**config.mk**
```make
export PLATFORM = sky130hd
export DESIGN_NAME = keyed_wdog
export DESIGN_NICKNAME = d
export VERILOG_FILES = /design/src/rtl/kwd_pkg.sv /design/src/rtl/kwd_keyctl.sv /design/src/rtl/kwd_presc.sv /design/src/rtl/kwd_downcnt.sv /design/src/rtl/kwd_rstgen.sv /design/src/rtl/keyed_wdog.sv
export SDC_FILE = /design/constraint.sdc
export NUM_CORES = 1
export LEC_CHECK = 0
export ABC_AREA = 1
export BUFFER_PORTS_ARGS = -buffer_cell sky130_fd_sc_hd__buf_2
export CORE_MARGIN = 1.5
export CORE_UTILIZATION = 56
export CTS_BUF_LIST = sky130_fd_sc_hd__clkbuf_4
export CTS_CLUSTER_SIZE = 10
export DETAILED_ROUTE_END_ITERATION = 7
export PLACE_DENSITY = 0.83
export SLEW_MARGIN = 15
export SYNTH_ARGS = -nofsm -noshare
export SYNTH_HDL_FRONTEND = slang
export SYNTH_SLANG_ARGS = --single-unit
export TNS_END_PERCENT = 5
```
**constraint.sdc**
```tcl
create_clock -name clk_i -period 2.37 [get_ports clk_i]
set_clock_uncertainty 0.15 [all_clocks]
set_input_delay 0 -clock clk_i [delete_from_list [all_inputs] [get_ports clk_i]]
set_output_delay 0 -clock clk_i [all_outputs]
set_load 0.01 [all_outputs]
```
**src/rtl/kwd_pkg.sv**
```systemverilog
package kwd_pkg;
  localparam logic [15:0] KEY_START  = 16'hCCCC;
  localparam logic [15:0] KEY_KICK   = 16'hAAAA;
  localparam logic [15:0] KEY_UNLOCK = 16'h5555;

  // divide ratio for a prescaler code; codes above max_code saturate
  function automatic int unsigned div_ratio(int unsigned code, int unsigned max_code);
    return 4 << ((code > max_code) ? max_code : code);
  endfunction
endpackage

```
**src/rtl/kwd_keyctl.sv**
```systemverilog
module kwd_keyctl #(
  parameter int CNT_W = 12,
  parameter int PSC_W = 3
) (
  input  logic             clk_i,
  input  logic             rst_ni,
  input  logic             key_we_i,
  input  logic [15:0]      key_i,
  input  logic             div_we_i,
  input  logic [PSC_W-1:0] div_i,
  input  logic             rld_we_i,
  input  logic [CNT_W-1:0] rld_i,
  input  logic             fire_i,
  input  logic             busy_i,
  output logic             start_o,
  output logic             kick_o,
  output logic             running_o,
  output logic             unlocked_o,
  output logic [PSC_W-1:0] div_o,
  output logic [CNT_W-1:0] rld_o
);
  import kwd_pkg::*;

  logic key_ok;
  assign key_ok  = key_we_i && !busy_i;
  assign start_o = key_ok && (key_i == KEY_START);
  assign kick_o  = key_ok && (key_i == KEY_KICK);

  always_ff @(posedge clk_i or negedge rst_ni) begin
    if (!rst_ni) begin
      running_o  <= 1'b0;
      unlocked_o <= 1'b0;
      div_o      <= '0;
      rld_o      <= '1;
    end else if (fire_i) begin
      running_o  <= 1'b0;
      unlocked_o <= 1'b0;
      div_o      <= '0;
      rld_o      <= '1;
    end else begin
      if (start_o) running_o <= 1'b1;
      if (key_ok) unlocked_o <= (key_i == KEY_UNLOCK);
      if (div_we_i && unlocked_o) div_o <= div_i;
      if (rld_we_i && unlocked_o) rld_o <= rld_i;
    end
  end
endmodule

```
**src/rtl/kwd_presc.sv**
```systemverilog
module kwd_presc #(
  parameter int PSC_W = 3
) (
  input  logic             clk_i,
  input  logic             rst_ni,
  input  logic             run_i,
  input  logic             tick_i,
  input  logic             low_power_i,
  input  logic             clr_i,
  input  logic [PSC_W-1:0] code_i,
  output logic             step_o
);
  localparam int NCODE    = 2 ** PSC_W;
  localparam int MAX_CODE = NCODE - 2;
  localparam int PC_W     = MAX_CODE + 2;

  logic [PC_W-1:0]  pc_q;
  logic [NCODE-1:0] hit;
  logic             tick_act, tc;

  // ticks count the same way in normal and low-power operation
  assign tick_act = low_power_i ? tick_i : tick_i;

  for (genvar c = 0; c < NCODE; c++) begin : g_tc
    localparam int unsigned LIM = kwd_pkg::div_ratio(c, MAX_CODE);
    assign hit[c] = (code_i == PSC_W'(c)) && (pc_q == PC_W'(LIM - 1));
  end

  assign tc     = |hit;
  assign step_o = run_i && tick_act && tc;

  always_ff @(posedge clk_i or negedge rst_ni) begin
    if (!rst_ni)                pc_q <= '0;
    else if (clr_i)             pc_q <= '0;
    else if (run_i && tick_act) pc_q <= tc ? '0 : pc_q + 1'b1;
  end
endmodule

```
**src/rtl/kwd_downcnt.sv**
```systemverilog
module kwd_downcnt #(
  parameter int CNT_W = 12
) (
  input  logic             clk_i,
  input  logic             rst_ni,
  input  logic             load_i,
  input  logic [CNT_W-1:0] load_val_i,
  input  logic             step_i,
  output logic [CNT_W-1:0] cnt_o,
  output logic             fire_o
);
  assign fire_o = step_i && !load_i && (cnt_o == '0);

  always_ff @(posedge clk_i or negedge rst_ni) begin
    if (!rst_ni)     cnt_o <= '1;
    else if (fire_o) cnt_o <= '1;
    else if (load_i) cnt_o <= load_val_i;
    else if (step_i) cnt_o <= cnt_o - 1'b1;
  end
endmodule

```
**src/rtl/kwd_rstgen.sv**
```systemverilog
module kwd_rstgen #(
  parameter int PULSE_LEN = 4
) (
  input  logic clk_i,
  input  logic rst_ni,
  input  logic fire_i,
  input  logic clr_i,
  output logic pulse_o,
  output logic flag_o
);
  localparam int PW = $clog2(PULSE_LEN + 1);

  logic [PW-1:0] left_q;

  assign pulse_o = (left_q != '0);

  always_ff @(posedge clk_i or negedge rst_ni) begin
    if (!rst_ni) begin
      left_q <= '0;
      flag_o <= 1'b0;
    end else begin
      if (fire_i)       left_q <= PW'(PULSE_LEN);
      else if (pulse_o) left_q <= left_q - 1'b1;
      if (fire_i)       flag_o <= 1'b1;
      else if (clr_i)   flag_o <= 1'b0;
    end
  end
endmodule

```
**src/rtl/keyed_wdog.sv**
```systemverilog
module keyed_wdog #(
  parameter int CNT_W     = 12,
  parameter int PSC_W     = 3,
  parameter int PULSE_LEN = 4
) (
  input  logic             clk_i,
  input  logic             rst_ni,
  input  logic             tick_i,
  input  logic             sleep_i,
  input  logic             key_we_i,
  input  logic [15:0]      key_i,
  input  logic             div_we_i,
  input  logic [PSC_W-1:0] div_i,
  input  logic             rld_we_i,
  input  logic [CNT_W-1:0] rld_i,
  input  logic             flag_clr_i,
  output logic [CNT_W-1:0] cnt_o,
  output logic             running_o,
  output logic             unlocked_o,
  output logic [PSC_W-1:0] div_o,
  output logic [CNT_W-1:0] rld_o,
  output logic             wdg_rst_o,
  output logic             rst_flag_o
);
  logic start, kick, step, fire;

  kwd_keyctl #(.CNT_W(CNT_W), .PSC_W(PSC_W)) u_keyctl (
    .clk_i, .rst_ni, .key_we_i, .key_i, .div_we_i, .div_i, .rld_we_i, .rld_i,
    .fire_i(fire), .busy_i(wdg_rst_o), .start_o(start), .kick_o(kick),
    .running_o, .unlocked_o, .div_o, .rld_o
  );

  kwd_presc #(.PSC_W(PSC_W)) u_presc (
    .clk_i, .rst_ni, .run_i(running_o), .tick_i, .low_power_i(sleep_i),
    .clr_i(start | kick | fire), .code_i(div_o), .step_o(step)
  );

  kwd_downcnt #(.CNT_W(CNT_W)) u_cnt (
    .clk_i, .rst_ni, .load_i(kick), .load_val_i(rld_o), .step_i(step),
    .cnt_o, .fire_o(fire)
  );

  kwd_rstgen #(.PULSE_LEN(PULSE_LEN)) u_rstgen (
    .clk_i, .rst_ni, .fire_i(fire), .clr_i(flag_clr_i),
    .pulse_o(wdg_rst_o), .flag_o(rst_flag_o)
  );
endmodule

```
# Word-level counts from Yosys, hierarchy flattened
# Cells that the tools add are included.
# word_totals
ff_bits	41
input_bits	39
out_inout_bits	31
# classes
add_sub_neg	3
n_eq_ne	17
muxes	18
n_bitwise	2
n_reduce_logical	31
# op_table
op	n
$mux W12	5
$eq A16 B16 Y1 const B	2
$mux W8	3
$logic_and A1 B1 Y1	17
$eq A16 B15 Y1 const B	1
$reduce_bool A2 Y1	7
$eq A3 B3 Y1 const B	4
$logic_not A12 Y1	1
$mux W3	4
$sub A12 B1 Y12 const B	1
$add A8 B1 Y8 const B	1
$eq A8 B2 Y1 const B	1
$eq A8 B3 Y1 const B	1
$eq A8 B4 Y1 const B	1
$eq A8 B5 Y1 const B	1
$eq A8 B6 Y1 const B	1
$eq A8 B7 Y1 const B	1
$eq A8 B8 Y1 const B	1
$reduce_or A8 Y1	1
$eq A3 B2 Y1 const B	2
$mux W1	6
$reduce_bool A3 Y1	2
$eq A3 B1 Y1 const B	1
$logic_not A3 Y1	1
3 further kinds	5

# Depth between registers and ports, before layout
# depth
ltp_word	9
ltp_mapped	12

# By module
# From an unflattened synthesis, not the netlist that was laid out.
# unflattened
hier_cells	383
area_unflattened_um2	2776.4
# modules_own_cells
mod	instances	cells_per_inst	area_each_um2	seq_area_each_um2
kwd_downcnt	1	146	1031.0	315.3
kwd_keyctl	1	119	885.8	440.4
kwd_presc	1	90	640.6	200.2
kwd_rstgen	1	25	207.7	100.1
keyed_wdog	1	3	11.3	0.0

# Worst setup path before layout
# No wires, ideal clock.
# synth_path
path_kind	register to register
start	register u_rstgen.left_q[0]
end	register u_rstgen.left_q[2]
t_arrival_ps	1605
path_slack_ps	487
path_stages_with_launch	11
path_buffers	1
period_less_slack_ps	1883
cell_sequence	dfrtp_1 inv_1 ha_1 nand3_2 inv_2 nand3_4 nor2_8 nand2_4 nand4_4 buf_8 o211ai_2
# synth_via
elab_chain_len	8
elab_cells_between_ends	11
cone_classes	add/sub (1); mux (2); reduce/logical (8)
# synth_rtl
item	line	text
start, declared	kwd_rstgen.sv:13	logic [PW-1:0] left_q;
start signal, assigned	kwd_rstgen.sv:22	if (fire_i) left_q <= PW'(PULSE_LEN);
start signal, assigned	kwd_rstgen.sv:23	else if (pulse_o) left_q <= left_q - 1'b1;
parallel branches: the longest is 8 deep, another holds $sub A3 B1 Y3	n/a	
# Several ways; the timed one is not identified. The select of a mux whose other input is x is not followed.
# A chain may end at the register's enable or synchronous reset.

# Worst setup path in the final report
# layout_path
start	register u_rstgen.left_q[0]
end	register u_keyctl.rld_o[4]
# layout_via
elab_chain_len	8
elab_cells_between_ends	9
cone_classes	mux (1); reduce/logical (8)
# layout_rtl
item	line	text
$reduce_bool A3 Y1 *	kwd_rstgen.sv:15	assign pulse_o = (left_q != '0);
$logic_not A1 Y1 *	kwd_keyctl.sv:25	assign key_ok = key_we_i && !busy_i;
$logic_and A1 B1 Y1 *	kwd_keyctl.sv:25	
$logic_and A1 B1 Y1 *	kwd_keyctl.sv:27	assign kick_o = key_ok && (key_i == KEY_KICK);
$logic_not A1 Y1 *	kwd_downcnt.sv:12	assign fire_o = step_i && !load_i && (cnt_o == '0);
$logic_and A1 B1 Y1 * (2 in series)	kwd_downcnt.sv:12	
$mux W12 or $reduce_bool A2 Y1 (tied branches)	n/a	
end signal, assigned	kwd_keyctl.sv:44	if (rld_we_i && unlocked_o) rld_o <= rld_i;
end, declared	kwd_keyctl.sv:20	output logic [CNT_W-1:0] rld_o
# Every way passes the cells marked *; elsewhere a longest branch is shown, timed or not.

==> flow_summary.json <==
{
  "ir_drop_mv": 0.249,
  "cts_tree": "built",
  "path_class": "register to register",
  "ys_warn_count": 0,
  "postCtsHoldBufs": 34,
  "p_leak_nw": 2.19,
  "power_frac_comb_pct": 8.3,
  "yosys-top-cells-count": "108 x nand2_1, 68 x inv_1, 67 x nand3_1, 50 x nor2_1, 24 x dfstp_2",
  "cts.sinks": 41,
  "start_util_pct": 58.4,
  "layout.nets": 579,
  "die_x_um": 76.0,
  "grt-ovfl-total": 0,
  "area_growth_pct": 28.7,
  "startpoint_type": "register",
  "cts-root-buf": "clkbuf_4",
  "pin_count": 70,
  "drive_gt1_share_pct": 26.7,
  "min_period_ns": 2.24,
  "startpoint": "u_rstgen.left_q[0]$_DFFE_PN0P_",
  "clk_latency_ns": 0.36,
  "grt_pass1_wl_um": 14200,
  "htree_levels": 2,
  "synthArstFlopShare_pct": 100,
  "rsz0062_at_grt": "false",
  "cp-end-kind": "register",
  "antenna_found_initial": 0,
  "seqPwrFrac_pct": 54.7,
  "max-slew-margin-rel_pct": 40.6,
  "crit_fanout": 15,
  "maxSlewViolCount": 0,
  "diodes": 0,
  "tightest_slew_ns": 0.891,
  "fin_crit_sh_pct": 94.6,
  "rrSetupSlack_ns": 0.13,
  "core-area_mm2": 0.00511,
  "worst_slack_ns": 0.127,
  "r2r-end": "u_keyctl.rld_o[4]$_DFFE_PN1P_",
  "r2r_start": "u_rstgen.left_q[0]$_DFFE_PN0P_",
  "yosys-top-cells-area": "dfstp_2 21%, dfrtp_1 14%, nand2_1 14%",
  "cts_buffers": 5,
  "max_freq_ghz": 0.446,
  "ctsResizeCount": 0,
  "grt_max_degree": 42,
  "gp_congestion": 0.908,
  "drcViolationCount": 0,
  "clk_pin_slew_ns": 0.13,
  "totalWireLength_um": 8450,
  "hp-class": "primary input to register",
  "final-setup-viol-count": 0,
  "synth_cell_types": 35,
  "grt.total_usage_pct": 30.4,
  "setup_tns_ns": 0,
  "p_per_area_mw_per_mm2": 335,
  "hold_violations": 0,
  "rows": 26,
  "clockBufferDepth": 2,
  "arrival_ns": 2.37,
  "r2r_cells": 10,
  "dieHeight_um": 76.0,
  "p_sw_mw": 0.294,
  "hpwl_um": 5590,
  "ys_ff_latch": 41,
  "outcome": "finished, final reports clean",
  "postCtsSetupBuffers": 0,
  "clkPwrFrac_pct": 37.0,
  "grt_pass1_vias": 3166,
  "first_iter_violations": 290,
  "postSynthCellCount": 427,
  "syn-cell-area_mm2": 0.00298,
  "synth_ff_type": "dfstp_2",
  "ant_nets": 0,
  "synth_area_leader_cell": "dfstp_2",
  "cp-endpoint": "u_keyctl.rld_o[4]$_DFFE_PN1P_",
  "maxCapViolations": 0,
  "synth_edf_count": 0,
  "post-place-ws_ns": 0.210,
  "ys_seq_area_share_pct": 35.4,
  "syn_nets": 471,
  "synth_area_per_cell_um2": 6.99,
  "yosysTopAreaCellShare_pct": 21.1,
  "port_buffers": 68,
  "wl_per_cell_um": 13.9,
  "drt_first_pass_iters": 8,
  "switching_share_pct": 22.9,
  "internal_power_mw": 0.990,
  "die-area_mm2": 0.00577,
  "required_ns": 2.50,
  "vias": 3273,
  "via_per_inst": 5.40,
  "synth.most_common_cell": "nand2_1"
}
[cells in the final DEF (no fill, tap or decap), drive strengths merged, types with 5 or more instances in the layout]
master / n
nor3: 9
inv: 73
dfstp: 24
xor2: 6
nand2: 116
o21ai: 12
ha: 5
nand3: 78
clkbuf: 6
dfrtp: 17
nand4: 9
dlygate4sd3: 34
buf: 74
nor2: 54
[sequential cells by signal, summed over array words and instances (netlist names)]
| name | flops |
|---|---|
| u_cnt.cnt_o | 12 |
| u_keyctl.div_o | 3 |
| u_keyctl.rld_o | 12 |
| u_keyctl.running_o | 1 |
| u_keyctl.unlocked_o | 1 |
| u_presc.pc_q | 8 |
| u_rstgen.flag_o | 1 |
| u_rstgen.left_q | 3 |
[metal layers]
layer	track usage (%)	routed length [um]	vias to the layer above
met5	0	0	-
met4	11.1	247	0
met3	4.31	575	22
met2	53.2	4170	174
met1	38.1	3450	1510
li1	-	-	1567
[per-stage QoR]
stage | area, um2 | utilization, % | std cells | hold slack [ns] | power [mW]
after CTS | 3840 | 75.2 | 606 | 0.00336 | 1.28
after global placement | 3410 | 66.9 | 564 | 0.0258 | 0.791
after global routing | 3840 | 75.2 | 606 | 0.0435 | 1.33
after detailed placement | 3410 | 66.9 | 564 | 0.0217 | 0.792
final | 3840 | 75.2 | 606 | 0.0136 | 1.28
after floorplan | 2980 | - | 427 | -0.446 | 0.738
[logic make-up after synthesis]
kind of cell    count (synthesis)  synth area share, %
compound gates                 18                 3.44
xor+xnor                        7                 2.06
fa+ha+maj                       5                 2.10
buf+inv                        81                 11.1
flops                          41                 35.4
mux                             3                 1.13
simple gates                  272                 44.8
[worst min-delay path by stage]
stage,startpoint,end,cells past startpoint
after floorplan,rst_ni,u_keyctl.div_o[0]$_DFFE_PN0P_,0
after global placement,rst_ni,u_keyctl.div_o[0]$_DFFE_PN0P_,1
after detailed placement,rst_ni,u_presc.pc_q[4]$_DFFE_PN0P_,1
after CTS,key_i[1],u_keyctl.running_o$_DFFE_PN0P_,6
after global routing,div_we_i,u_keyctl.div_o[1]$_DFFE_PN0P_,5
final,div_we_i,u_keyctl.div_o[1]$_DFFE_PN0P_,5
[power by group through the flow]
stage	sequential (mW)	combinational [mW]	clock, mW
floorplan	0.714	0.0244	0
global placement	0.714	0.0770	0
detailed placement	0.714	0.0786	0
CTS	0.702	0.105	0.478
global route	0.703	0.119	0.505
finish	0.702	0.106	0.475
[layout make-up]
cell class              count  area (um2)
multi-input cells         305        1600
fillers                   373        1270
flip-flops and latches     41        1060
repair buffers            108         738
inverters                  74         278
well taps                  70        87.6
clock buffers               6        45.0
clock inverters             2        38.8
[worst max-delay path, stage by stage (launching register included)]
cell and delay, ns:
dfrtp_1 0.41, inv_1 0.10, ha_1 0.25, nand3_2 0.17
inv_2 0.12, nand3_4 0.09, nor2_8 0.16, nand2_4 0.13
nand4_4 0.28, buf_12 0.20, nand3_1 0.11
Power figures use the tool's default switching activity.
